[config.mk]
export PLATFORM = sky130hd
export DESIGN_NAME = idxPrefixDecoder
export DESIGN_NICKNAME = d
export VERILOG_FILES = /design/src/rtl/idxPrefixDecoder_pkg.sv /design/src/rtl/idxPrefixCtrl.sv /design/src/rtl/idxHalfMap.sv /design/src/rtl/idxPrefixDatapath.sv /design/src/rtl/idxPrefixDecoder.sv
export SDC_FILE = /design/constraint.sdc
export NUM_CORES = 1
export LEC_CHECK = 0
export ABC_CLOCK_PERIOD_IN_PS = 1800
export BUFFER_PORTS_ARGS = -buffer_cell sky130_fd_sc_hd__buf_2
export CAP_MARGIN = 5
export CELL_PAD_IN_SITES_DETAIL_PLACEMENT = 1
export CELL_PAD_IN_SITES_GLOBAL_PLACEMENT = 1
export CORE_MARGIN = 2
export CORE_UTILIZATION = 30
export DETAILED_ROUTE_END_ITERATION = 6
export PLACE_DENSITY = 0.66
export SYNTH_ARGS = -nofsm -noshare
export SYNTH_HDL_FRONTEND = slang
export SYNTH_HIERARCHICAL = 1
export SYNTH_SLANG_ARGS = --single-unit
[constraint.sdc]
create_clock -name clk -period 1.8 [get_ports clk]
set_input_delay 0.09 -clock clk [delete_from_list [all_inputs] [get_ports clk]]
set_output_delay 0.09 -clock clk [all_outputs]
set_load 0.05 [all_outputs]
[src/rtl/idxPrefixDecoder_pkg.sv]
package idxPrefixDecoder_pkg;

  localparam int OP_W    = 8;
  localparam int SEL_W   = 4;
  localparam int CYC_W   = 5;
  localparam int CLASS_W = 4;

  typedef enum logic [CLASS_W-1:0] {
    CL_NOP    = 4'd0,
    CL_MOVE   = 4'd1,
    CL_ALU    = 4'd2,
    CL_ADD16  = 4'd3,
    CL_LDST   = 4'd4,
    CL_STACK  = 4'd5,
    CL_JUMP   = 4'd6,
    CL_INCDEC = 4'd7,
    CL_SUBPFX = 4'd8,
    CL_FALL   = 4'd9
  } opClass_e;

  localparam logic [SEL_W-1:0] SEL_MEM  = 4'd6;
  localparam logic [SEL_W-1:0] SEL_A    = 4'd7;
  localparam logic [SEL_W-1:0] SEL_IXH  = 4'd8;
  localparam logic [SEL_W-1:0] SEL_IXL  = 4'd9;
  localparam logic [SEL_W-1:0] SEL_NONE = 4'd15;

  typedef struct packed {
    opClass_e         cls;
    logic [SEL_W-1:0] src;
    logic [SEL_W-1:0] dst;
    logic [2:0]       alu;
    logic [1:0]       pair;
    logic             disp;
    logic [1:0]       imm;
    logic [CYC_W-1:0] cyc;
  } decRec_t;

  // strobes from control to datapath
  typedef struct packed {
    logic capture;
    logic done;
  } ctrlStrb_t;

endpackage

[src/rtl/idxPrefixCtrl.sv]
module idxPrefixCtrl
  import idxPrefixDecoder_pkg::*;
(
  input  logic      clk,
  input  logic      rstN,
  input  logic      opValid,
  output ctrlStrb_t strb
);

  logic doneQ;

  always_ff @(posedge clk) begin
    if (!rstN) doneQ <= 1'b0;
    else       doneQ <= opValid;
  end

  always_comb begin
    strb.capture = opValid && rstN;
    strb.done    = doneQ;
  end

endmodule

[src/rtl/idxHalfMap.sv]
module idxHalfMap
  import idxPrefixDecoder_pkg::*;
(
  input  logic [2:0]       fieldCode,
  input  logic             substEn,
  output logic [SEL_W-1:0] selOut
);

  always_comb begin
    if (substEn && fieldCode == 3'd4)      selOut = SEL_IXH;
    else if (substEn && fieldCode == 3'd5) selOut = SEL_IXL;
    else                                   selOut = {1'b0, fieldCode};
  end

endmodule

[src/rtl/idxPrefixDatapath.sv]
module idxPrefixDatapath
  import idxPrefixDecoder_pkg::*;
(
  input  logic             clk,
  input  logic             rstN,
  input  ctrlStrb_t        strb,
  input  logic [OP_W-1:0]  opByte,
  output logic             decDone,
  output logic [CLASS_W-1:0] opClass,
  output logic [SEL_W-1:0] srcSel,
  output logic [SEL_W-1:0] dstSel,
  output logic [2:0]       aluOp,
  output logic [1:0]       pairSel,
  output logic             needDisp,
  output logic [1:0]       immBytes,
  output logic [CYC_W-1:0] cycleCount
);

  localparam int NUM_FIELDS = 2;

  logic [2:0]       hiField, loField;
  logic             moveGrp, aluGrp, memForm, substEn;
  logic             hiHit, loHit;
  logic [2:0]       fieldIn [NUM_FIELDS];
  logic [SEL_W-1:0] mapOut  [NUM_FIELDS];
  decRec_t          nxt, cur;

  assign hiField = opByte[5:3];
  assign loField = opByte[2:0];
  assign moveGrp = (opByte[7:6] == 2'b01);
  assign aluGrp  = (opByte[7:6] == 2'b10);
  assign memForm = moveGrp && (hiField == 3'd6 || loField == 3'd6);
  assign substEn = !memForm;
  assign hiHit   = (hiField >= 3'd4) && (hiField <= 3'd6);
  assign loHit   = (loField >= 3'd4) && (loField <= 3'd6);
  assign fieldIn[0] = loField;
  assign fieldIn[1] = hiField;

  // index 0 maps the source field, index 1 the destination field
  for (genvar g = 0; g < NUM_FIELDS; g++) begin : g_map
    idxHalfMap u_map (
      .fieldCode(fieldIn[g]),
      .substEn  (substEn),
      .selOut   (mapOut[g])
    );
  end

  always_comb begin
    nxt      = '0;
    nxt.cls  = CL_FALL;
    nxt.src  = SEL_NONE;
    nxt.dst  = SEL_NONE;
    if (moveGrp) begin
      if (opByte == 8'h76) begin
        nxt.cls = CL_FALL;
      end else if (opByte == 8'h40) begin
        nxt.cls = CL_MOVE;
        nxt.src = 4'd0;
        nxt.dst = 4'd0;
        nxt.cyc = 5'd8;
      end else if (hiHit || loHit) begin
        nxt.src = mapOut[0];
        nxt.dst = mapOut[1];
        if (memForm) begin
          nxt.cls  = CL_LDST;
          nxt.disp = 1'b1;
          nxt.cyc  = 5'd19;
        end else begin
          nxt.cls  = CL_MOVE;
          nxt.cyc  = 5'd8;
        end
      end
    end else if (aluGrp) begin
      if (loHit) begin
        nxt.cls  = CL_ALU;
        nxt.alu  = hiField;
        nxt.src  = mapOut[0];
        nxt.dst  = SEL_A;
        nxt.disp = (loField == 3'd6);
        nxt.cyc  = (loField == 3'd6) ? 5'd19 : 5'd8;
      end
    end else begin
      case (opByte)
        8'h09, 8'h19, 8'h29, 8'h39: begin
          nxt.cls  = CL_ADD16;
          nxt.pair = opByte[5:4];
          nxt.cyc  = 5'd15;
        end
        8'h21: begin
          nxt.cls = CL_LDST;
          nxt.imm = 2'd2;
          nxt.cyc = 5'd14;
        end
        8'h22, 8'h2A: begin
          nxt.cls = CL_LDST;
          nxt.imm = 2'd2;
          nxt.cyc = 5'd20;
        end
        8'h26, 8'h2E: begin
          nxt.cls = CL_LDST;
          nxt.imm = 2'd1;
          nxt.dst = opByte[3] ? SEL_IXL : SEL_IXH;
          nxt.cyc = 5'd11;
        end
        8'hF9: begin
          nxt.cls = CL_LDST;
          nxt.cyc = 5'd10;
        end
        8'h36: begin
          nxt.cls  = CL_LDST;
          nxt.disp = 1'b1;
          nxt.imm  = 2'd1;
          nxt.dst  = SEL_MEM;
          nxt.cyc  = 5'd19;
        end
        8'h23, 8'h2B: begin
          nxt.cls = CL_INCDEC;
          nxt.alu = {2'b00, opByte[3]};
          nxt.cyc = 5'd10;
        end
        8'h24, 8'h25, 8'h2C, 8'h2D: begin
          nxt.cls = CL_INCDEC;
          nxt.alu = {2'b00, opByte[0]};
          nxt.src = opByte[3] ? SEL_IXL : SEL_IXH;
          nxt.dst = opByte[3] ? SEL_IXL : SEL_IXH;
          nxt.cyc = 5'd8;
        end
        8'h34, 8'h35: begin
          nxt.cls  = CL_INCDEC;
          nxt.alu  = {2'b00, opByte[0]};
          nxt.src  = SEL_MEM;
          nxt.dst  = SEL_MEM;
          nxt.disp = 1'b1;
          nxt.cyc  = 5'd23;
        end
        8'hE1: begin
          nxt.cls = CL_STACK;
          nxt.cyc = 5'd14;
        end
        8'hE5: begin
          nxt.cls = CL_STACK;
          nxt.cyc = 5'd15;
        end
        8'hE3: begin
          nxt.cls = CL_STACK;
          nxt.cyc = 5'd23;
        end
        8'hE9: begin
          nxt.cls = CL_JUMP;
          nxt.cyc = 5'd8;
        end
        8'hCB: begin
          nxt.cls  = CL_SUBPFX;
          nxt.disp = 1'b1;
        end
        8'h00, 8'hDD, 8'hFD: begin
          nxt.cls = CL_NOP;
          nxt.cyc = 5'd8;
        end
        default: nxt.cls = CL_FALL;
      endcase
    end
  end

  always_ff @(posedge clk) begin
    if (!rstN) begin
      cur     <= '0;
      cur.cls <= CL_NOP;
      cur.src <= SEL_NONE;
      cur.dst <= SEL_NONE;
    end else if (strb.capture) begin
      cur <= nxt;
    end
  end

  assign decDone    = strb.done;
  assign opClass    = cur.cls;
  assign srcSel     = cur.src;
  assign dstSel     = cur.dst;
  assign aluOp      = cur.alu;
  assign pairSel    = cur.pair;
  assign needDisp   = cur.disp;
  assign immBytes   = cur.imm;
  assign cycleCount = cur.cyc;

endmodule

[src/rtl/idxPrefixDecoder.sv]
module idxPrefixDecoder
  import idxPrefixDecoder_pkg::*;
(
  input  logic       clk,
  input  logic       rstN,
  input  logic       opValid,
  input  logic [7:0] opByte,
  output logic       decDone,
  output logic [3:0] opClass,
  output logic [3:0] srcSel,
  output logic [3:0] dstSel,
  output logic [2:0] aluOp,
  output logic [1:0] pairSel,
  output logic       needDisp,
  output logic [1:0] immBytes,
  output logic [4:0] cycleCount
);

  ctrlStrb_t strb;

  idxPrefixCtrl u_ctrl (
    .clk    (clk),
    .rstN   (rstN),
    .opValid(opValid),
    .strb   (strb)
  );

  idxPrefixDatapath u_dp (
    .clk       (clk),
    .rstN      (rstN),
    .strb      (strb),
    .opByte    (opByte),
    .decDone   (decDone),
    .opClass   (opClass),
    .srcSel    (srcSel),
    .dstSel    (dstSel),
    .aluOp     (aluOp),
    .pairSel   (pairSel),
    .needDisp  (needDisp),
    .immBytes  (immBytes),
    .cycleCount(cycleCount)
  );

endmodule

==> run_results.csv <==
group,metric,value,unit
power_and_ir_drop,power_density,604,mW/mm^2
routing,firstDrtPassIters,4,
power_and_ir_drop,seq_power_share,42.8,%
sta,finalCriticalPeriod,1630,ps
critical_path,crit_arrival,1800,ps
clock_tree,cts_buffers,3,
sta,fmax,615,MHz
logic_synthesis,synthCells,262,
critical_path,worstPathCellList,"buf_2, buf_4, nor2b_1, nor3_1, o41ai_1, buf_4, a21oi_1, o31ai_1",
cells_and_area,design_area,0.00235,mm^2
clock_tree,cts_tree,"built",
clock_tree,cts_resized,0,
worst_hold_path,hold_path.class,"in2reg",
logic_synthesis,synth_edf_count,0,
routing,route.antenna.remaining_nets,0,
global_route,grt_max_degree,27,
floorplanning,io_pins,37,
clock_tree,clk_pin_slew,90,ps
logic_synthesis,synth_xor_area_share,0.900,%
global_route,grt_first_pass_wirelength,11000,um
power_and_ir_drop,comb_power_share,31.1,%
power_and_ir_drop,clockPowerShare,26.1,%
logic_synthesis,ys_top_cells_by_area,"dfxtp_1, a21oi_1, o21ai_0",
critical_path,critPathMostFrequentCell,"buf_4",
logic_synthesis,muxShareOfSynthArea,1.03,%
clock_tree,clockRootBuffer,"clkbuf_8",
placed_design,dp_hpwl,5470,um
power_and_ir_drop,power.leakage,0.997,nW
cells_and_area,utilization,37.3,%
sta,finalClockSkew,0,ps
logic_synthesis,synth.distinct_cells,62,
sta,post-route-period-util,90.3,%
floorplanning,num_rows,29,
routing,route.vias.total,2161,
power_and_ir_drop,vdd_ir_drop_max,0.278,mV
cells_and_area,area_delta_synth_final,20.9,%
sta,worstMarginPinSlew,607,ps
sta,drv_slew,0,
critical_path,cpPeakStageDelay,570,ps
logic_synthesis,synth_compound_area_share,31.5,%
clock_tree,holdBufCountCts,0,
logic_synthesis,async_flop_share,0,%
power_and_ir_drop,p_int,0.944,mW
logic_synthesis,yosysMostFrequentCell,"a21oi_1",
placed_design,pre_cts_slack,-66.2,ps
clock_tree,clk_latency,260,ps
logic_synthesis,yosys.area_share.adder,0,%
cells_and_area,drive_above_1_share,28.4,%
logic_synthesis,yosys_warnings,6,
critical_path,crit_family,"compound AO/OA/AOI/OAI gates",
logic_synthesis,synth_top_area_share,26.8,%
power_and_ir_drop,p_sw,0.478,mW
logic_synthesis,avgSynthCellArea,7.43,um^2
critical_path,cp_num_buf_inv,3,
logic_synthesis,yosysTopAreaCell,"dfxtp_1",
routing,drt_wl_total,6930,um
routing,drt_iter0_drc,155,
global_route,antenna_found_initial,0,
logic_synthesis,ys_ff_latch,26,
sta,rsz0062_at_grt,"false",
logic_synthesis,syn_area,0.00195,mm^2
logic_synthesis,ys.flop_type,"dfxtp_1",
cells_and_area,diodes,0,
critical_path,crit_required,1980,ps
critical_path,start_kind,"input pin",
power_and_ir_drop,sw_frac_of_total,33.6,%
sta,setup_viol,0,
global_route,grtUsageTotal,19.2,%
critical_path,critPathMaxFanout,10,
critical_path,path_class,"in2reg",
global_route,grt_pass1_vias,2177,
placed_design,io_buffers,36,
critical_path,endpoint_kind,"flop",
sta,hold_violations,0,
routing,wl_per_cell,17.9,um
clock_tree,htreeDepth,1,
logic_synthesis,ys_seq_area_share,26.8,%
clock_tree,clk_path_buf_depth,2,
floorplanning,initial_core_util,30.8,%
floorplanning,dieArea,0.00715,mm^2
run_status,status,"completed",
floorplanning,core_area,0.00631,mm^2
floorplanning,die_w,84.5,um
routing,vias_per_cell,5.58,
logic_synthesis,yosys.area_share.simple,28.7,%
floorplanning,die_y,84.5,um
cells_and_area,layout.nets,322,
global_route,grt-ovfl-total,0,
logic_synthesis,synth_common_cells,"a21oi_1, dfxtp_1, nand2_1",
placed_design,placed_cell_area,0.00230,mm^2
logic_synthesis,synth_nets,273,
sta,setup_ws,174,ps
logic_synthesis,synth_top_family_by_area,"compound AO/OA/AOI/OAI gates",
sta,max_slew_margin,59.2,%
placed_design,gp_congestion,0.951,
critical_path,slowest_stage,"o41ai_1",
routing,drc_errors,0,
clock_tree,cts_num_sinks,26,
clock_tree,cts_setup_buffers,0,
job,max_cap_violations,0,
-- metal layers --
layer | track usage, % | wire length (um)
met1 | 25.2 | 3200
met2 | 32.9 | 3330
met3 | 3.24 | 292
met4 | 4.04 | 104
met5 | 0 | 0
-- path summary, 6_finish.rpt --
| kind | end | from | slack (ps) | depth (start not counted) |
|---|---|---|---|---|
| setup reg to reg | u_dp/opClass[0] | u_dp/opClass[0] | 800 | 3 |
| hold reg to reg | u_dp/pairSel[1] | u_dp/pairSel[1] | 460 | 2 |
| hold / removal | u_ctrl/doneQ | opValid | 40 | 2 |
| setup / recovery | u_dp/dstSel[3] | opByte[3] | 170 | 8 |
-- power groups by stage --
| stage | Sequential [mW] | Combinational [mW] | Clock, mW |
|---|---|---|---|
| floorplan | 0.695 | 0.221 | 0 |
| detailed placement | 0.622 | 0.437 | 0 |
| global placement | 0.621 | 0.432 | 0 |
| CTS | 0.609 | 0.439 | 0.393 |
| finish | 0.608 | 0.443 | 0.371 |
| global route | 0.611 | 0.475 | 0.412 |
-- cells in the final DEF, fill, tap and decap left out, types with 2 or more instances in the layout --
cell type and instances:
and3_1 4, buf_2 36, a21oi_1 34, o32ai_1 2, nand2b_1 6, buf_4 32, a221oi_1 4, o21bai_1 2
and2_1 2, a22oi_1 2, a211oi_1 3, nor4_1 2, and3b_1 2, o21ai_0 23, mux2i_1 2, dfxtp_1 26
and3_2 2, nor3_1 7, nand3b_1 2, or3_1 2, clkinv_1 2, and2_2 2, o21a_1 3, nor2_1 16
a21boi_1 3, a31oi_1 4, inv_1 6, o31ai_1 2, nand2_1 26, o22ai_1 2, and2b_2 2, nor2b_1 4
clkbuf_8 4, nand3_1 12, or4_1 2
-- cells by family after synthesis --
kind of cell,Yosys count
AO/OA/AOI/OAI,97
XOR/XNOR,2
buffers and inverters,33
flip-flops,26
multiplexers,2
AND/OR/NAND/NOR,102
-- stage by stage --
stage                     instances  power, mW  setup TNS [ps]  hold slack (ps)
after floorplan                 262      0.916               0              212
after global placement          383       1.05           -36.2              313
after detailed placement        383       1.06            -130              322
after CTS                       387       1.44               0             38.6
after global routing            387       1.50               0             36.0
final                           387       1.42               0             39.0
-- cell type report --
cell class | instances | area [um^2]
timing repair buffer | 69 | 440
fill | 829 | 3960
multi-input combinational | 203 | 1210
sequential | 26 | 520
clock buffer | 4 | 55.1
inverter | 8 | 30.0
tap | 77 | 96.3
-- registers in the layout, indices dropped and copies added (netlist names) --
| signal | cells |
|---|---|
| u_dp/cycleCount | 5 |
| u_dp/dstSel | 4 |
| u_dp/opClass | 4 |
| u_dp/srcSel | 4 |
| u_dp/aluOp | 3 |
| u_dp/immBytes | 2 |
| u_dp/pairSel | 2 |
| u_ctrl/doneQ | 1 |
| u_dp/needDisp | 1 |
Note: power is estimated with default switching activity, not from simulation.
